===== src/rtl/lc_pkg.sv =====
package lc_pkg;

    typedef enum logic {
        LUT_SPLIT = 1'b0,
        LUT_WHOLE = 1'b1
    } lut_mode_e;

    localparam int DEF_CL_IN   = 33;
    localparam int DEF_N_ELEM  = 10;
    localparam int DEF_ELEM_IN = 6;

endpackage


===== src/rtl/lc_cfg_chain.sv =====
module lc_cfg_chain #(
    parameter int W = 8
) (
    input  logic         clk,
    input  logic         rst_n,
    input  logic         shift_en,
    input  logic         ser_in,
    output logic [W-1:0] image,
    output logic         ser_out
);

    always_ff @(posedge clk or negedge rst_n) begin
        if (!rst_n) begin
            image <= '0;
        end else if (shift_en) begin
            image <= {ser_in, image[W-1:1]};
        end
    end

    assign ser_out = image[0];

endmodule


===== src/rtl/lc_xbar.sv =====
module lc_xbar #(
    parameter int N_SRC  = 53,
    parameter int N_SINK = 60,
    parameter int SEL_W  = 6
) (
    input  logic [N_SRC-1:0]        src,
    input  logic [N_SINK*SEL_W-1:0] sel,
    output logic [N_SINK-1:0]       sink
);

    localparam int N_CODE = 2 ** SEL_W;

    logic [N_CODE-1:0] src_pad;
    assign src_pad = {{(N_CODE - N_SRC){1'b0}}, src};

    for (genvar g = 0; g < N_SINK; g++) begin : g_pin
        logic [SEL_W-1:0] code;
        assign code    = sel[g*SEL_W +: SEL_W];
        assign sink[g] = src_pad[code];
    end

endmodule


===== src/rtl/lc_fle.sv =====
module lc_fle
    import lc_pkg::*;
#(
    parameter int K = 6
) (
    input  logic            clk,
    input  logic            rst_n,
    input  logic            hold,
    input  logic [K-1:0]    fin,
    input  logic [2**K-1:0] mask,
    input  lut_mode_e       mode,
    input  logic            reg0,
    input  logic            reg1,
    output logic [1:0]      fout,
    output logic [1:0]      q
);

    logic lut0;
    logic lut1;

    always_comb begin
        unique case (mode)
            LUT_WHOLE: begin
                lut0 = mask[fin];
                lut1 = 1'b0;
            end
            LUT_SPLIT: begin
                lut0 = mask[{1'b0, fin[K-2:0]}];
                lut1 = mask[{1'b1, fin[K-2:0]}];
            end
        endcase
    end

    always_ff @(posedge clk or negedge rst_n) begin
        if (!rst_n) begin
            q <= 2'b00;
        end else if (!hold) begin
            q <= {lut1, lut0};
        end
    end

    assign fout[0] = reg0 ? q[0] : lut0;
    assign fout[1] = reg1 ? q[1] : lut1;

endmodule


===== src/rtl/logic_cluster.sv =====
module logic_cluster
    import lc_pkg::*;
#(
    parameter int CL_IN   = DEF_CL_IN,
    parameter int N_ELEM  = DEF_N_ELEM,
    parameter int ELEM_IN = DEF_ELEM_IN
) (
    input  logic                  clk,
    input  logic                  rst_n,
    input  logic                  cfg_shift,
    input  logic                  cfg_in,
    output logic                  cfg_out,
    input  logic [CL_IN-1:0]      clu_in,
    output logic [2*N_ELEM-1:0]   clu_out
);

    localparam int N_OUT      = 2 * N_ELEM;
    localparam int N_SRC      = CL_IN + N_OUT;
    localparam int SEL_W      = $clog2(N_SRC + 1);
    localparam int N_PIN      = N_ELEM * ELEM_IN;
    localparam int XBAR_W     = N_PIN * SEL_W;
    localparam int LUT_BITS   = 2 ** ELEM_IN;
    localparam int ELEM_CFG_W = LUT_BITS + 3;
    localparam int CFG_W      = XBAR_W + N_ELEM * ELEM_CFG_W;

    logic [CFG_W-1:0]  cfg_image;
    logic [N_PIN-1:0]  pin;
    logic [N_OUT-1:0]  fb;
    logic [N_ELEM-1:0] q0_vec;
    logic [N_ELEM-1:0] q1_vec;
    logic [N_ELEM-1:0] elem_out0;
    logic [N_ELEM-1:0] elem_out1;
    logic [N_ELEM-1:0] elem_whole;

    lc_cfg_chain #(.W(CFG_W)) u_chain (
        .clk      (clk),
        .rst_n    (rst_n),
        .shift_en (cfg_shift),
        .ser_in   (cfg_in),
        .image    (cfg_image),
        .ser_out  (cfg_out)
    );

    assign fb = {q1_vec, q0_vec};

    lc_xbar #(.N_SRC(N_SRC), .N_SINK(N_PIN), .SEL_W(SEL_W)) u_xbar (
        .src  ({fb, clu_in}),
        .sel  (cfg_image[XBAR_W-1:0]),
        .sink (pin)
    );

    for (genvar e = 0; e < N_ELEM; e++) begin : g_elem
        localparam int BASE = XBAR_W + e * ELEM_CFG_W;
        logic [1:0] fo;
        logic [1:0] fq;

        assign elem_whole[e] = cfg_image[BASE + LUT_BITS];

        lc_fle #(.K(ELEM_IN)) u_fle (
            .clk   (clk),
            .rst_n (rst_n),
            .hold  (cfg_shift),
            .fin   (pin[e*ELEM_IN +: ELEM_IN]),
            .mask  (cfg_image[BASE +: LUT_BITS]),
            .mode  (lut_mode_e'(elem_whole[e])),
            .reg0  (cfg_image[BASE + LUT_BITS + 1]),
            .reg1  (cfg_image[BASE + LUT_BITS + 2]),
            .fout  (fo),
            .q     (fq)
        );

        assign elem_out0[e] = fo[0];
        assign elem_out1[e] = fo[1];
        assign q0_vec[e]    = fq[0];
        assign q1_vec[e]    = fq[1];
    end

    assign clu_out = {elem_out1, elem_out0};

endmodule


===== config.mk =====
export PLATFORM = sky130hd
export DESIGN_NAME = logic_cluster
export DESIGN_NICKNAME = d
export VERILOG_FILES = /design/src/rtl/lc_pkg.sv /design/src/rtl/lc_cfg_chain.sv /design/src/rtl/lc_xbar.sv /design/src/rtl/lc_fle.sv /design/src/rtl/logic_cluster.sv
export SDC_FILE = /design/constraint.sdc
export NUM_CORES = 2
export LEC_CHECK = 0
export ABC_AREA = 1
export ABC_CLOCK_PERIOD_IN_PS = 6500
export CELL_PAD_IN_SITES_DETAIL_PLACEMENT = 2
export CELL_PAD_IN_SITES_GLOBAL_PLACEMENT = 2
export CORE_AREA = 3 3 466 468
export DETAILED_ROUTE_END_ITERATION = 10
export DIE_AREA = 0 0 469 471
export DONT_BUFFER_PORTS = 1
export HOLD_SLACK_MARGIN = 0.06
export PLACE_DENSITY = 0.94
export SLEW_MARGIN = 25
export SYNTH_ARGS = -nofsm -noshare
export SYNTH_HDL_FRONTEND = slang
export SYNTH_HIERARCHICAL = 1
export SYNTH_SLANG_ARGS = --single-unit

===== constraint.sdc =====
create_clock -name clk -period 6.5 [get_ports clk]
set_clock_uncertainty 0.1 [all_clocks]
set_input_delay 0.975 -clock clk [delete_from_list [all_inputs] [get_ports clk]]
set_output_delay 0.975 -clock clk [all_outputs]
set_load 0.005 [all_outputs]

==> results.toml, run 1 <==
[status]
run_status = "did not finish"
haltStage = "global routing (5_1_grt)"
flow.first_error = "[ERROR GRT-0228] Horizontal edge usage exceeds the maximum allowed. (17, 36) usage=65535 limit=3200"

[timing]
worst_endpoint_kind_after_the_last_repair = "primary output"
repair-timing-grt-worst-ep = "clu_out[1]"

[synthesis]
synth_xor_xnor_area_share_pct = 0
synth-seq-area-share_pct = 32.5
synth-adder-area-share_pct = 0
synth_top_family_by_area = "simple AND/OR/NAND/NOR gates"
count_leader_synth = "sky130_fd_sc_hd__nand2_1"
synth_area_in_compound_gates_pct = 6.23
synth.mux.area_fraction_pct = 0
yosysWarningCount = 6
synth_nets = 13700
post_synth_num_cell_types = 29
ys_top_cells_by_count = "7058 x sky130_fd_sc_hd__nand2_1, 2636 x sky130_fd_sc_hd__nand3_1, 1050 x sky130_fd_sc_hd__dfrtp_1, 633 x sky130_fd_sc_hd__buf_2, 521 x sky130_fd_sc_hd__inv_1"
netlist_instances = 13600
synth_edf_count = 0
ys_top_cells_by_area = "sky130_fd_sc_hd__nand2_1 33%, sky130_fd_sc_hd__dfrtp_1 32%, sky130_fd_sc_hd__nand3_1 16%, sky130_fd_sc_hd__buf_2 3.9%, sky130_fd_sc_hd__inv_1 2.4%"
synth_simple_gate_area_share_pct = 50.6
ys_async_sr_fraction_pct = 100
yosysTopAreaCellShare_pct = 32.7
synthFlopType = "sky130_fd_sc_hd__dfrtp_1"
ys_ff_latch = 1050
post_synthesis_area_per_instance_um2 = 5.94
synth.cell_area_um2 = 80900
yosysTopAreaCell = "sky130_fd_sc_hd__nand2_1"

[clocking]
cts_max_level = 4
cts_post_setup_buffers_inserted = 0
clockBufferDepth = 3
numClockSinks = 1050
cts_buffers = 133
cts_root_buf = "sky130_fd_sc_hd__clkbuf_16"

[place]
placed_cells = 15600
gp_congestion = 0.924
place.detailed.hpwl_um = 334000
portBuffers = 0
pre_cts_slack_ns = 0.619

[floorplanning]
die_h_um = 471
start_util_pct = 37.8
ios = 58
floorplan.die.width_um = 469
row_count = 170

[global_routing]
grt_max_degree = 1072
initial_antenna_violation_count = 162
kinds of logic after synthesis:
| family | after synthesis |
|---|---|
| buffers and inverters | 1718 |
| AND/OR/NAND/NOR | 9970 |
| flip-flops | 1050 |
| AO/OA/AOI/OAI | 889 |
repair_timing:
action | CTS
endpoints found under the setup margin | 5
cloned | 0
hold buffers | 2
resized for setup | 4
hold endpoints to repair | 180
through the flow:
stage / utilization (%) / instance area [um^2]
2_1_floorplan: - / 80900
3_3_place_gp: 37.7 / 80600
3_5_place_dp: 37.7 / 80700
4_1_cts: 40.0 / 85500
==> inputs of run 2 (changes only) <==
--- a/config.mk
+++ b/config.mk
@@ -7,14 +7,11 @@
 export LEC_CHECK = 0
 export ABC_AREA = 1
 export ABC_CLOCK_PERIOD_IN_PS = 6500
-export CELL_PAD_IN_SITES_DETAIL_PLACEMENT = 2
-export CELL_PAD_IN_SITES_GLOBAL_PLACEMENT = 2
-export CORE_AREA = 3 3 466 468
+export CORE_AREA = 3 3 485 487
 export DETAILED_ROUTE_END_ITERATION = 10
-export DIE_AREA = 0 0 469 471
+export DIE_AREA = 0 0 488 490
 export DONT_BUFFER_PORTS = 1
-export HOLD_SLACK_MARGIN = 0.06
-export PLACE_DENSITY = 0.94
+export PLACE_DENSITY_LB_ADDON = 0.15
 export SLEW_MARGIN = 25
 export SYNTH_ARGS = -nofsm -noshare
 export SYNTH_HDL_FRONTEND = slang
==> run 2 against run 1 <==
Net effect:
- the flow now finishes, with violations (max-slew violations)
- synthesized area stayed put
- synthesized cell count unchanged
==> results.toml, run 2 <==
[status]
run_status = "finished, violations left"
failed_checks = "max-slew violations"

[clocking]
cts.reportedPaths.clkPinSlew_ns = 0.06
clockBufferDepth = 3
ctsHoldBuffers = 0
numClockSinks = 1050
cts_max_level = 4
clk_latency_worst_skew_pair_ns = 0.84
cts_tree = "built"
cts_root_buf = "sky130_fd_sc_hd__clkbuf_16"
cts_post_setup_buffers_inserted = 0
cts_buffers = 136

[synthesis]
yosysWarningCount = 6
yosysTopAreaCell = "sky130_fd_sc_hd__nand2_1"
count_leader_synth = "sky130_fd_sc_hd__nand2_1"
ys_top_cells_by_count = "7058 x sky130_fd_sc_hd__nand2_1, 2636 x sky130_fd_sc_hd__nand3_1, 1050 x sky130_fd_sc_hd__dfrtp_1, 633 x sky130_fd_sc_hd__buf_2, 521 x sky130_fd_sc_hd__inv_1"
post_synthesis_area_per_instance_um2 = 5.94
ys_async_sr_fraction_pct = 100
synth_nets = 13700
post_synth_num_cell_types = 29
ys_top_cells_by_area = "sky130_fd_sc_hd__nand2_1 33%, sky130_fd_sc_hd__dfrtp_1 32%, sky130_fd_sc_hd__nand3_1 16%, sky130_fd_sc_hd__buf_2 3.9%, sky130_fd_sc_hd__inv_1 2.4%"
yosysTopAreaCellShare_pct = 32.7
ys_ff_latch = 1050
synth.cell_area_um2 = 80900
netlist_instances = 13600
synthFlopType = "sky130_fd_sc_hd__dfrtp_1"
synth_edf_count = 0
synth-seq-area-share_pct = 32.5

[floorplanning]
die_h_um = 490
start_util_pct = 34.9
row_count = 177
floorplan.die.width_um = 488
design.die.area_um2 = 239000
core_area_um2 = 232000
ios = 58

[layout]
largest_register_ff_count = 1030
fin_nets = 13000
final_layout_size_suffix_gt1_share_pct = 5.01
final.fill_count = 25100
finish.cell_count_without_fillers = 16100
final_cell_mix = "7057 x sky130_fd_sc_hd__nand2_1, 2636 x sky130_fd_sc_hd__nand3_1, 1026 x sky130_fd_sc_hd__dfrtp_1"
most_common_library_cell_in_the_layout_ignoring_fill_and_taps = "sky130_fd_sc_hd__nand2_1"
largest_registers = "u_chain/image (1030), g_elem.u_fle/q (20)"
area_delta_synth_final_pct = 6.08
regMostFlops = "u_chain/image"

[timing]
timing.setup.tns_ns = 0
final-max-slew-violation-count = 189
final_min_period_over_clock_period_pct = 94.6
fin_crit_ns = 6.15
tightest_slew_ns = 1.81
layout_setup_ws_ns = 0.354
rsz0062_at_grt = "no"
maxSlewHeadroom_pct = -20.5
total_setup_violations_reported_at_the_end_of_the_flow = 0
maxClockFrequency_mhz = 163
finalHoldViolCount = 0
hold_ws_ns = 0.0305

[drt]
drt_iter0_drc = 12900
detail_route.wirelength_um = 344000
routed_via_density = 5.53
vias = 89000
routed_wire_length_per_instance_um = 21.4
antenna_violating_nets_post_route = 0
drtPass1Iterations = 10
number_of_drc_violations_after_detailed_routing = 0

[setup_path]
critical_path_peak_fanout = 36
flop2flop_setup_slack_ns = 2.21
worstSetupPathType = "register to output port"
critical-path-top-delay-family = "buffers and inverters"
worst_ep_arrival_time_ns = 5.07
timing.rr.end = "g_elem[1].u_fle/q[0]"
path_cells = "clkinv_2, buf_4, nand2_1, nand3_1, nand3_1, nand3_1, nand2_1, nand2_1, nand2_1, nand2_1, nand2_1, buf_4, nand2_1, nand3_1, nand3_1, nand2_1, nand2_1, nand3_1, nand3b_1, o21ai_1"
path_common_cell = "sky130_fd_sc_hd__nand2_1"
timing.reg2reg.worst_path_depth = 20
timing.critical_path.from_type = "register"
crit-reg2reg-launch = "g_elem[4].u_fle/q[0]"
crit_path_max_incr_delay_ns = 0.64
crit_end_category = "output port"
crit_buf_inv = 3
cpMaxStageDelayCell = "sky130_fd_sc_hd__clkinv_2"
required_ns = 5.42

[place]
place.detailed.hpwl_um = 205000
pre_cts_slack_ns = 1.11
portBuffers = 0
gp_congestion = 0.919
placed_cells = 15800

[power_and_ir_drop]
power_frac_seq_pct = 38.3
power_per_cell_area_nw_per_um2 = 203
cellInternalPower_mw = 12.1
vdd_ir_drop_max_mv = 0.170
clockPowerShare_pct = 46.6
switching_share_pct = 30.6
switchingPower_mw = 5.34
leakagePower_nw = 43.4
comb_power_share_pct = 15.1

[min_path]
hold_path_class = "primary input to asynchronous set/reset pin"

[global_routing]
grt_pass1_wl_um = 516000
grt_max_degree = 1072
initial_antenna_violation_count = 13
grt_remaining_overflow = 0
first_global_vias = 80000
globalRouteTotalUtil_pct = 27.6

[job]
drv_cap = 0
==> run 2: worst max-delay path by stage <==
| stage | cells past startpoint | slack [ns] | endpoint | start |
|---|---|---|---|---|
| finish | 20 | 0.35 | clu_out[15] | g_elem[3].u_fle/q[1] |
| global route | 20 | 0.08 | clu_out[15] | g_elem[3].u_fle/q[1] |
| CTS | 21 | 0.22 | clu_out[12] | g_elem[4].u_fle/q[1] |
| detailed placement | 21 | 1.11 | clu_out[12] | g_elem[4].u_fle/q[1] |
| global placement | 21 | 1.13 | clu_out[12] | g_elem[4].u_fle/q[1] |
| floorplan | 22 | 2.64 | clu_out[0] | clu_in[4] |
==> run 2: logic make-up after synthesis <==
kind of cell,Yosys count,synth area share [%]
simple gates,9970,50.6
buf+inv,1718,10.7
flops,1050,32.5
compound gates,889,6.23
==> run 2: area by class of cell <==
| type | count | area, um^2 | share of cell area, % |
|---|---|---|---|
| multi-input combinational | 10900 | 46000 | 53.5 |
| sequential | 1050 | 26300 | 30.7 |
| clock buffer | 198 | 4030 | 4.70 |
| tap | 3043 | 3810 | 4.44 |
| inverter | 632 | 2530 | 2.95 |
| timing repair buffer | 263 | 2390 | 2.79 |
| clock inverter | 49 | 774 | 0.902 |
| antenna | 6 | 15.0 | 0.0175 |
==> run 2: power by group through the flow <==
stage	combinational [mW]	clock, mW	sequential (mW)
2_1_floorplan	1.53	0	6.73
3_3_place_gp	2.43	0	6.79
6_report	2.63	8.13	6.68
3_5_place_dp	2.45	0	6.79
5_1_grt	2.78	8.61	6.68
4_1_cts	2.46	8.36	6.67
==> run 2: metal layers <==
metal	vias up	global-route usage (%)	part of all wire (%)
li1	41900	-	-
met1	41800	38.5	43
met2	4362	41.2	42
met3	934	5.24	9.6
met4	4	12.2	5.1
met5	-	0	0.0067
==> run 2: timing repair <==
| item | 4_1_cts | 5_1_grt |
|---|---|---|
| endpoints found under the setup margin | 0 | 1 |
| resized for setup | 0 | 1 |
| hold endpoints to repair | 0 | 0 |
==> run 2: stage by stage <==
stage | cell area [um^2] | total power [mW] | util [%]
2_1_floorplan | 80900 | 8.27 | -
3_3_place_gp | 80800 | 9.22 | 34.9
3_5_place_dp | 80800 | 9.24 | 34.9
4_1_cts | 85700 | 17.5 | 36.9
5_1_grt | 85800 | 18.1 | 37.0
6_report | 85800 | 17.4 | 37.0
Note: power is estimated with default switching activity, not from simulation.
